--- config.mk ---
export PLATFORM = sky130hd
export DESIGN_NAME = usb_btc_top
export DESIGN_NICKNAME = d
export VERILOG_FILES = /design/src/rtl/usb_btc_pkg.sv /design/src/rtl/usb_btc_overhead.sv /design/src/rtl/usb_btc_payload.sv /design/src/rtl/usb_btc_top.sv
export SDC_FILE = /design/constraint.sdc
export NUM_CORES = 1
export LEC_CHECK = 0
export ABC_AREA = 1
export BUFFER_PORTS_ARGS = -buffer_cell sky130_fd_sc_hd__buf_4
export CORE_AREA = 4 4 124 126
export DETAILED_ROUTE_END_ITERATION = 16
export DIE_AREA = 0 0 128 130
export PLACE_DENSITY_LB_ADDON = 0.08
export SYNTH_ARGS = -nofsm -noshare
export SYNTH_HDL_FRONTEND = slang
export SYNTH_HIERARCHICAL = 1
export SYNTH_SLANG_ARGS = --single-unit
--- constraint.sdc ---
create_clock -name clk_i -period 2.3 [get_ports clk_i]
set_clock_uncertainty 0.1 [all_clocks]
set_input_delay 0.46 -clock clk_i [delete_from_list [all_inputs] [get_ports clk_i]]
set_output_delay 0.46 -clock clk_i [all_outputs]
set_load 0.1 [all_outputs]
--- src/rtl/usb_btc_pkg.sv ---
package usb_btc_pkg;
  typedef enum logic [1:0] {
    SPD_FULL = 2'd0,
    SPD_LOW  = 2'd1,
    SPD_HIGH = 2'd2,
    SPD_RSVD = 2'd3
  } speed_e;

  localparam int unsigned FS_OVH_NONISO = 14;
  localparam int unsigned FS_OVH_ISO_OUT = 10;
  localparam int unsigned FS_OVH_ISO_IN = 11;
  localparam int unsigned LS_OVH = 97;
  localparam int unsigned LS_HUB_SETUP = 1;
  localparam int unsigned LS_SCALE_SH = 3;
  localparam int unsigned HS_OVH_NONISO = 55;
  localparam int unsigned HS_OVH_ISO = 38;
  localparam int unsigned SPLIT_OVH = 4;
  localparam int unsigned HOST_DELAY = 18;
  localparam int unsigned STUFF_NUM = 7;
  localparam int unsigned STUFF_DEN = 6;
endpackage

--- src/rtl/usb_btc_overhead.sv ---
module usb_btc_overhead
  import usb_btc_pkg::*;
#(
  parameter int unsigned MPS_W   = 11,
  parameter int unsigned MAX_MPS = 1024,
  parameter int unsigned XACT_W  = 2,
  parameter int unsigned BASE_W  = 8
) (
  input  logic [1:0]        speed_i,
  input  logic              iso_i,
  input  logic              dir_in_i,
  input  logic              split_i,
  input  logic              split_phase_i,
  input  logic [MPS_W-1:0]  mps_i,
  input  logic [XACT_W-1:0] xact_cnt_i,
  output logic [BASE_W-1:0] base_o,
  output logic              use_pay_o,
  output logic              ls_scale_o,
  output logic [XACT_W-1:0] mult_o,
  output logic              err_o
);
  speed_e spd;
  logic   hs_ovh_sel;
  logic [BASE_W-1:0] hs_ovh;

  assign spd    = speed_e'(speed_i);
  assign hs_ovh = BASE_W'(iso_i ? HS_OVH_ISO : HS_OVH_NONISO);

  always_comb begin
    base_o     = '0;
    use_pay_o  = 1'b1;
    ls_scale_o = 1'b0;
    mult_o     = XACT_W'(1);
    err_o      = 1'b0;
    hs_ovh_sel = 1'b0;
    if (split_i) begin
      // split cost is high-speed bus time for a full/low-speed device
      hs_ovh_sel = 1'b1;
      base_o     = hs_ovh + BASE_W'(HOST_DELAY + SPLIT_OVH);
      use_pay_o  = (dir_in_i == split_phase_i);
      if (spd == SPD_HIGH || spd == SPD_RSVD) err_o = 1'b1;
    end else begin
      unique case (spd)
        SPD_FULL: begin
          if (!iso_i)       base_o = BASE_W'(FS_OVH_NONISO + HOST_DELAY);
          else if (dir_in_i) base_o = BASE_W'(FS_OVH_ISO_IN + HOST_DELAY);
          else              base_o = BASE_W'(FS_OVH_ISO_OUT + HOST_DELAY);
        end
        SPD_LOW: begin
          base_o     = BASE_W'(LS_OVH + LS_HUB_SETUP + HOST_DELAY);
          ls_scale_o = 1'b1;
          if (iso_i) err_o = 1'b1;
        end
        SPD_HIGH: begin
          hs_ovh_sel = 1'b1;
          base_o     = hs_ovh + BASE_W'(HOST_DELAY);
          mult_o     = xact_cnt_i;
          if (xact_cnt_i == '0) err_o = 1'b1;
        end
        default: err_o = 1'b1;
      endcase
    end
    if (mps_i > MPS_W'(MAX_MPS)) err_o = 1'b1;
  end
endmodule

--- src/rtl/usb_btc_payload.sv ---
module usb_btc_payload
  import usb_btc_pkg::*;
#(
  parameter int unsigned MPS_W = 11,
  parameter int unsigned PAY_W = 16
) (
  input  logic [MPS_W-1:0] mps_i,
  input  logic             use_pay_i,
  input  logic             ls_scale_i,
  output logic [PAY_W-1:0] pay_o
);
  logic [PAY_W-1:0] prod;
  logic [PAY_W-1:0] stuffed;

  assign prod    = PAY_W'(mps_i) * PAY_W'(STUFF_NUM);
  assign stuffed = prod / PAY_W'(STUFF_DEN);
  assign pay_o   = !use_pay_i ? '0 :
                   ls_scale_i ? (stuffed << LS_SCALE_SH) : stuffed;
endmodule

--- src/rtl/usb_btc_top.sv ---
module usb_btc_top
  import usb_btc_pkg::*;
#(
  parameter int unsigned MPS_W   = 11,
  parameter int unsigned MAX_MPS = 1024,
  parameter int unsigned XACT_W  = 2,
  parameter int unsigned BYTES_W = 16
) (
  input  logic               clk_i,
  input  logic               rst_ni,
  input  logic               req_valid_i,
  input  logic [1:0]         speed_i,
  input  logic               iso_i,
  input  logic               dir_in_i,
  input  logic               split_i,
  input  logic               split_phase_i,
  input  logic [MPS_W-1:0]   mps_i,
  input  logic [XACT_W-1:0]  xact_cnt_i,
  output logic               res_valid_o,
  output logic [BYTES_W-1:0] bytes_o,
  output logic               err_o
);
  localparam int unsigned BASE_W = 8;

  logic [BASE_W-1:0]  base_c;
  logic               use_pay_c, ls_scale_c, err_c;
  logic [XACT_W-1:0]  mult_c;
  logic [BYTES_W-1:0] pay_c;

  logic               s1_v, s1_err;
  logic [BYTES_W-1:0] s1_sum;
  logic [XACT_W-1:0]  s1_mult;

  usb_btc_overhead #(
    .MPS_W(MPS_W), .MAX_MPS(MAX_MPS), .XACT_W(XACT_W), .BASE_W(BASE_W)
  ) u_ovh (
    .speed_i(speed_i), .iso_i(iso_i), .dir_in_i(dir_in_i),
    .split_i(split_i), .split_phase_i(split_phase_i),
    .mps_i(mps_i), .xact_cnt_i(xact_cnt_i),
    .base_o(base_c), .use_pay_o(use_pay_c), .ls_scale_o(ls_scale_c),
    .mult_o(mult_c), .err_o(err_c)
  );

  usb_btc_payload #(.MPS_W(MPS_W), .PAY_W(BYTES_W)) u_pay (
    .mps_i(mps_i), .use_pay_i(use_pay_c), .ls_scale_i(ls_scale_c),
    .pay_o(pay_c)
  );

  always_ff @(posedge clk_i or negedge rst_ni) begin
    if (!rst_ni) begin
      s1_v    <= 1'b0;
      s1_err  <= 1'b0;
      s1_sum  <= '0;
      s1_mult <= '0;
    end else begin
      s1_v <= req_valid_i;
      if (req_valid_i) begin
        s1_err  <= err_c;
        s1_sum  <= pay_c + BYTES_W'(base_c);
        s1_mult <= mult_c;
      end
    end
  end

  always_ff @(posedge clk_i or negedge rst_ni) begin
    if (!rst_ni) begin
      res_valid_o <= 1'b0;
      err_o       <= 1'b0;
      bytes_o     <= '0;
    end else begin
      res_valid_o <= s1_v;
      if (s1_v) begin
        err_o   <= s1_err;
        bytes_o <= s1_err ? '0 : BYTES_W'(s1_sum * BYTES_W'(s1_mult));
      end
    end
  end
endmodule

* After elaboration in Yosys (flattened, before gate mapping)
Cells that the tools add are included.
Storage, ports and cells: register bits after elaboration 38, input port bits 22, output and inout bits 18, logic and storage cells 40
Operators by class: add/sub/neg operators 3, $mul 2, divide/modulo/power cells 1, order comparisons 1, eq/ne operators 4, multiplexer cells 19, reductions and logical operators 3
Operator list (count):
- 2-to-1 mux 16 bit | 3
- case mux 8 bit (3 select lines) | 1
- adder 16 x 8 -> 16 bit | 1
- adder 8 x 5 -> 8 bit, second input constant | 2
- divider 14 x 3 -> 16 bit, second input constant | 1
- multiplier 16 x 2 -> 16 bit | 1
- 2-to-1 mux 8 bit | 2
- multiplier 11 x 3 -> 14 bit, second input constant | 1
- > comparator 11 bit, second input constant | 1
- 2-to-1 mux 1 bit | 9
- 2-to-1 mux 5 bit | 1
- equality test 2 bit, second input constant | 2
- logical NOT 2 bit | 2
- 2-to-1 mux 2 bit | 2
- case mux 1 bit (3 select lines) | 1
- equality test 2 x 1 -> 1 bit, second input constant | 1
- equality test 1 bit | 1
- logical OR 1 bit | 1

* Logic depth before layout (Yosys ltp)
depth in word-level cells 6, depth in mapped cells 52, mapped depth without buffers 52

* Modules after synthesis
Netlist, hierarchy kept.
Modules (own cells, without submodules):
- usb_btc_top | instances 1, cells an instance 495, area each 3104.2 um2, sequential area each 950.9 um2
- usb_btc_payload | instances 1, cells an instance 280, area each 1649.1 um2, sequential area each 0.0 um2
- usb_btc_overhead | instances 1, cells an instance 42, area each 196.4 um2, sequential area each 0.0 um2

* Least setup slack after synthesis
No wires, ideal clock.
path type input to register, start point input mps_i[2], end point register s1_sum[14], library setup time 117 ps, arrival time 5386 ps, required time 2083 ps, slack -3303 ps, stages 43, path buffers 0, cell sequence inv_1 > fa_1 > inv_1 > ha_1 > nand2_1 > nand2_2 > nor2_4 > nor2_2 > nor2_2 > nand3_2 > or2_0 > nand2_2 > inv_2 > o21ai_1 > nand2_1 > o21ai_1 > nand2_1 > o21ai_1 > [... 7 more ...] > o21ai_2 > nand2_2 > o21ai_2 > nand2_1 > inv_1 > o21bai_1 > nand2_1 > a21oi_1 > ha_1 > fa_1 > nand2_1 > nand2_1 > nand3b_1 > nand2_1 > nand2_1 > nand3_1 > nand3_1 > nand2_1
Between the ends: longest elaborated chain between the ends 5
Ends and longest elaborated chain:
- from (decl) | line usb_btc_top.sv:17 | input logic [MPS_W-1:0] mps_i,
- multiplier 11 x 3 -> 14 bit | line usb_btc_payload.sv:15 | assign prod = PAY_W'(mps_i) * PAY_W'(STUFF_NUM);
- divider 14 x 3 -> 16 bit | line usb_btc_payload.sv:16 | assign stuffed = prod / PAY_W'(STUFF_DEN);
- 2-to-1 mux 16 bit | line usb_btc_payload.sv:18 | ls_scale_i ? (stuffed << LS_SCALE_SH) : stuffed;
- 2-to-1 mux 16 bit | line usb_btc_payload.sv:17 | assign pay_o = !use_pay_i ? '0 :
- named net pay_c[0] | line usb_btc_top.sv:28 | logic [BYTES_W-1:0] pay_c;
- adder 16 x 8 -> 16 bit | line usb_btc_top.sv:59 | s1_sum <= pay_c + BYTES_W'(base_c);
- to (signal assigned) | line usb_btc_top.sv:59
- to (decl) | line usb_btc_top.sv:31 | logic [BYTES_W-1:0] s1_sum;
The timed path passes the listed nets, and every way through them passes these cells. A chain may end at the register's enable or synchronous reset.

* Worst setup path after layout
start point input mps_i[0], end point register s1_sum[10]
Same word-level chain as after synthesis.

==> impl_metrics.yaml <==
clock_network:
  cts.clk_slew.worst_paths_ns: 0.06
  clock_latency_ns: 0.29
  cts_root_buffer: "clkbuf_16"
  numCtsBuffers: 5
  cts_tree: "built"
  clock_sinks: 38
  htreeDepth: 2
  cts_max_path_buffers: 2
critical_path:
  slowest_delay_ns: 0.53
  crit_buf_inv: 10
  cpLargestDelayFamily: "simple AND/OR/NAND/NOR gates"
  crit_top_cell: "nand2_1"
  r2r_slack_ns: 0.25
  critical_path_required_ns: 2.38
  r2r_cells: 10
  slowest_stage: "fa_1"
  cp-start-kind: "primary input"
  timing.rr.start: "s1_sum[0]$_DFFE_PN0P_"
  rr_endpoint: "bytes_o[13]$_DFFE_PN0P_"
  end_kind: "register"
  crit_type: "in -> reg"
  cp_max_fo: 4
  cp.arrival_ns: 5.92
die:
  die_y_um: 130
  die_x_um: 128
  coreArea_um2: 14300
  ios: 40
  initial_core_util: 0.346
  die_area_um2: 16600
  num_rows: 44
drt:
  remaining_drc_errors: 0
  vias_per_cell: 4.58
  ant_nets: 0
  wire_per_inst_um: 11.6
  routed_wl_um: 13400
  drt-initial-drc-count: 210
  via_count: 5299
  dr.pass1.iters: 4
logic_synthesis:
  synth.avg_cell_area_um2: 6.06
  synthAdderAreaFrac: 0.146
  synthSimpleGateAreaFrac: 0.393
  netlist_instances: 817
  synthXorXnorAreaFrac: 0.0212
  synth_ff_type: "dfrtp_1"
  synth_top_family_by_area: "simple AND/OR/NAND/NOR gates"
  syn_area_um2: 4950
  synthMuxAreaShare: 0
  synth_compound_area_frac: 0.104
  synth_seq_cells: 38
  async_reset_ff_frac: 1.00
  synth.distinct_cells: 40
  yosysWarnings: 6
  synth_edf_count: 0
  yosysSeqAreaShare: 0.192
placed_design:
  post-dp-hpwl_um: 10600
  gp_congestion: 0.870
  io_buffers: 39
  post_dp_cell_area_um2: 6120
  dpl.cell_count: 1114
  dp_slack_ns: -3.76
flow_run:
  maxCapViolCount: 0
finish:
  final_cell_mix: "nand2_1, buf_4, inv_1"
  area_growth_pct: 42.3
  post-route-cell-area_um2: 7040
  final_common_cell: "nand2_1"
  antennaDiodeCount: 0
  n_fill_cell: 1476
  nets: 1043
  stdcell_count: 1156
  drive_gt1_frac: 0.322
  final_util: 0.492
hold_path:
  hp-class: "in -> async"
timing:
  finalHoldViolations: 0
  min_period_ns: 5.84
  setup_slack_ns: -3.54
  rsz0062_at_grt: "yes"
  maxSlewViolCount: 0
  slew_headroom: 0.623
  period_share: 2.54
  fmax_mhz: 171
  setup_viol: 16
  worst_pin_slew_ns: 0.560
pwr:
  ir_worst_vdd_uv: 557
  powerDensity_nw_per_um2: 1410
  power.leakage_nw: 4.09
global_routing:
  grt_remaining_overflow: 0
  antenna_found_initial: 0
  grt_pass1_vias: 5222
  grt_pass1_wl_um: 22900
  grtUsageTotal: 0.164
  grt_max_degree: 39
run_status:
  failed_checks: "setup timing"
  status: "finished, violations left"
[worst register-to-register path, stage by stage, from the launching register on]
cell and delay (ns):
dfrtp_1 0.40, nand2_1 0.08, inv_1 0.04, ha_1 0.22, fa_1 0.44, nand3_1 0.11
nand3_1 0.15, nand3_1 0.14, nand4_1 0.09, nand3_1 0.10, nand2_1 0.06
[registers in the layout (all words and copies together) (netlist names)]
signal	flops
s1_sum	16
err_o	1
res_valid_o	1
bytes_o	16
s1_mult	2
s1_v	1
s1_err	1
[per-stage QoR]
stage / power, W / setup TNS, ns / hold slack [ns]
floorplan: 0.00476 / -47.38 / 0.0644
global placement: 0.00661 / -55.38 / 0.318
detailed placement: 0.00670 / -57.76 / 0.331
CTS: 0.00887 / -51.18 / 0.0544
global route: 0.0107 / -60.29 / 0.0707
finish: 0.00991 / -53.95 / 0.0308
[per-layer routing]
layer	share of wire	global-route usage	vias up
met1	0.42	0.191	2389
met3	0.026	0.0168	22
met4	0.023	0.0468	0
li1	-	-	2810
met2	0.53	0.317	78
met5	0	0	-
[worst max-delay path by stage]
stage                     cells past startpoint                endpoint      from
after floorplan                              41  s1_sum[14]$_DFFE_PN0P_  mps_i[0]
final                                        48  s1_sum[10]$_DFFE_PN0P_  mps_i[0]
after global routing                         48  s1_sum[10]$_DFFE_PN0P_  mps_i[0]
after CTS                                    44  s1_sum[10]$_DFFE_PN0P_  mps_i[0]
after global placement                       48  s1_sum[14]$_DFFE_PN0P_  mps_i[5]
after detailed placement                     46  s1_sum[10]$_DFFE_PN0P_  mps_i[0]
[cell type report]
class	instances	area [um2]	share of cell area
flip-flops and latches	38	951	0.135
well taps	184	230	0.0327
inverters	166	626	0.0888
clock buffers	5	125	0.0178
clock inverters	3	68.8	0.00977
multi-input cells	599	3790	0.539
repair buffers	161	1250	0.177
[synthesized netlist by cell type, types with 7 or more instances]
master,count,area [um2]
nand3_1,52,260
nand2_1,293,1100
inv_2,7,26.3
fa_1,13,260
nor2_1,50,188
inv_1,159,597
ha_1,37,463
dfrtp_1,38,951
o21ai_0,21,105
xnor2_1,7,61.3
nor2_2,12,75.1
a21oi_1,25,125
o22ai_1,7,43.8
o21ai_1,9,45.0
nand2_2,15,93.8
nand3_2,8,80.1
[where the power goes]
part | total [W] | internal, W | switching [W]
Sequential | 0.000948 | 0.000835 | 0.000113
Combinational | 0.00804 | 0.00359 | 0.00445
Clock | 0.000919 | 0.000623 | 0.000296
[cells by family after synthesis]
group | after synthesis
and+or+nand+nor | 449
buffers and inverters | 181
AOI/OAI and AO/OA | 85
adders and majority gates | 50
DFF | 38
xor gates and xnor gates | 12
other | 2
[timing repair]
item	4_1_cts	5_1_grt
pin swaps	40	12
buffers inserted	25	10
hold buffers	0	0
resized for setup	61	48
endpoints found under the setup margin	16	16
(Power assumes the default switching activity.)
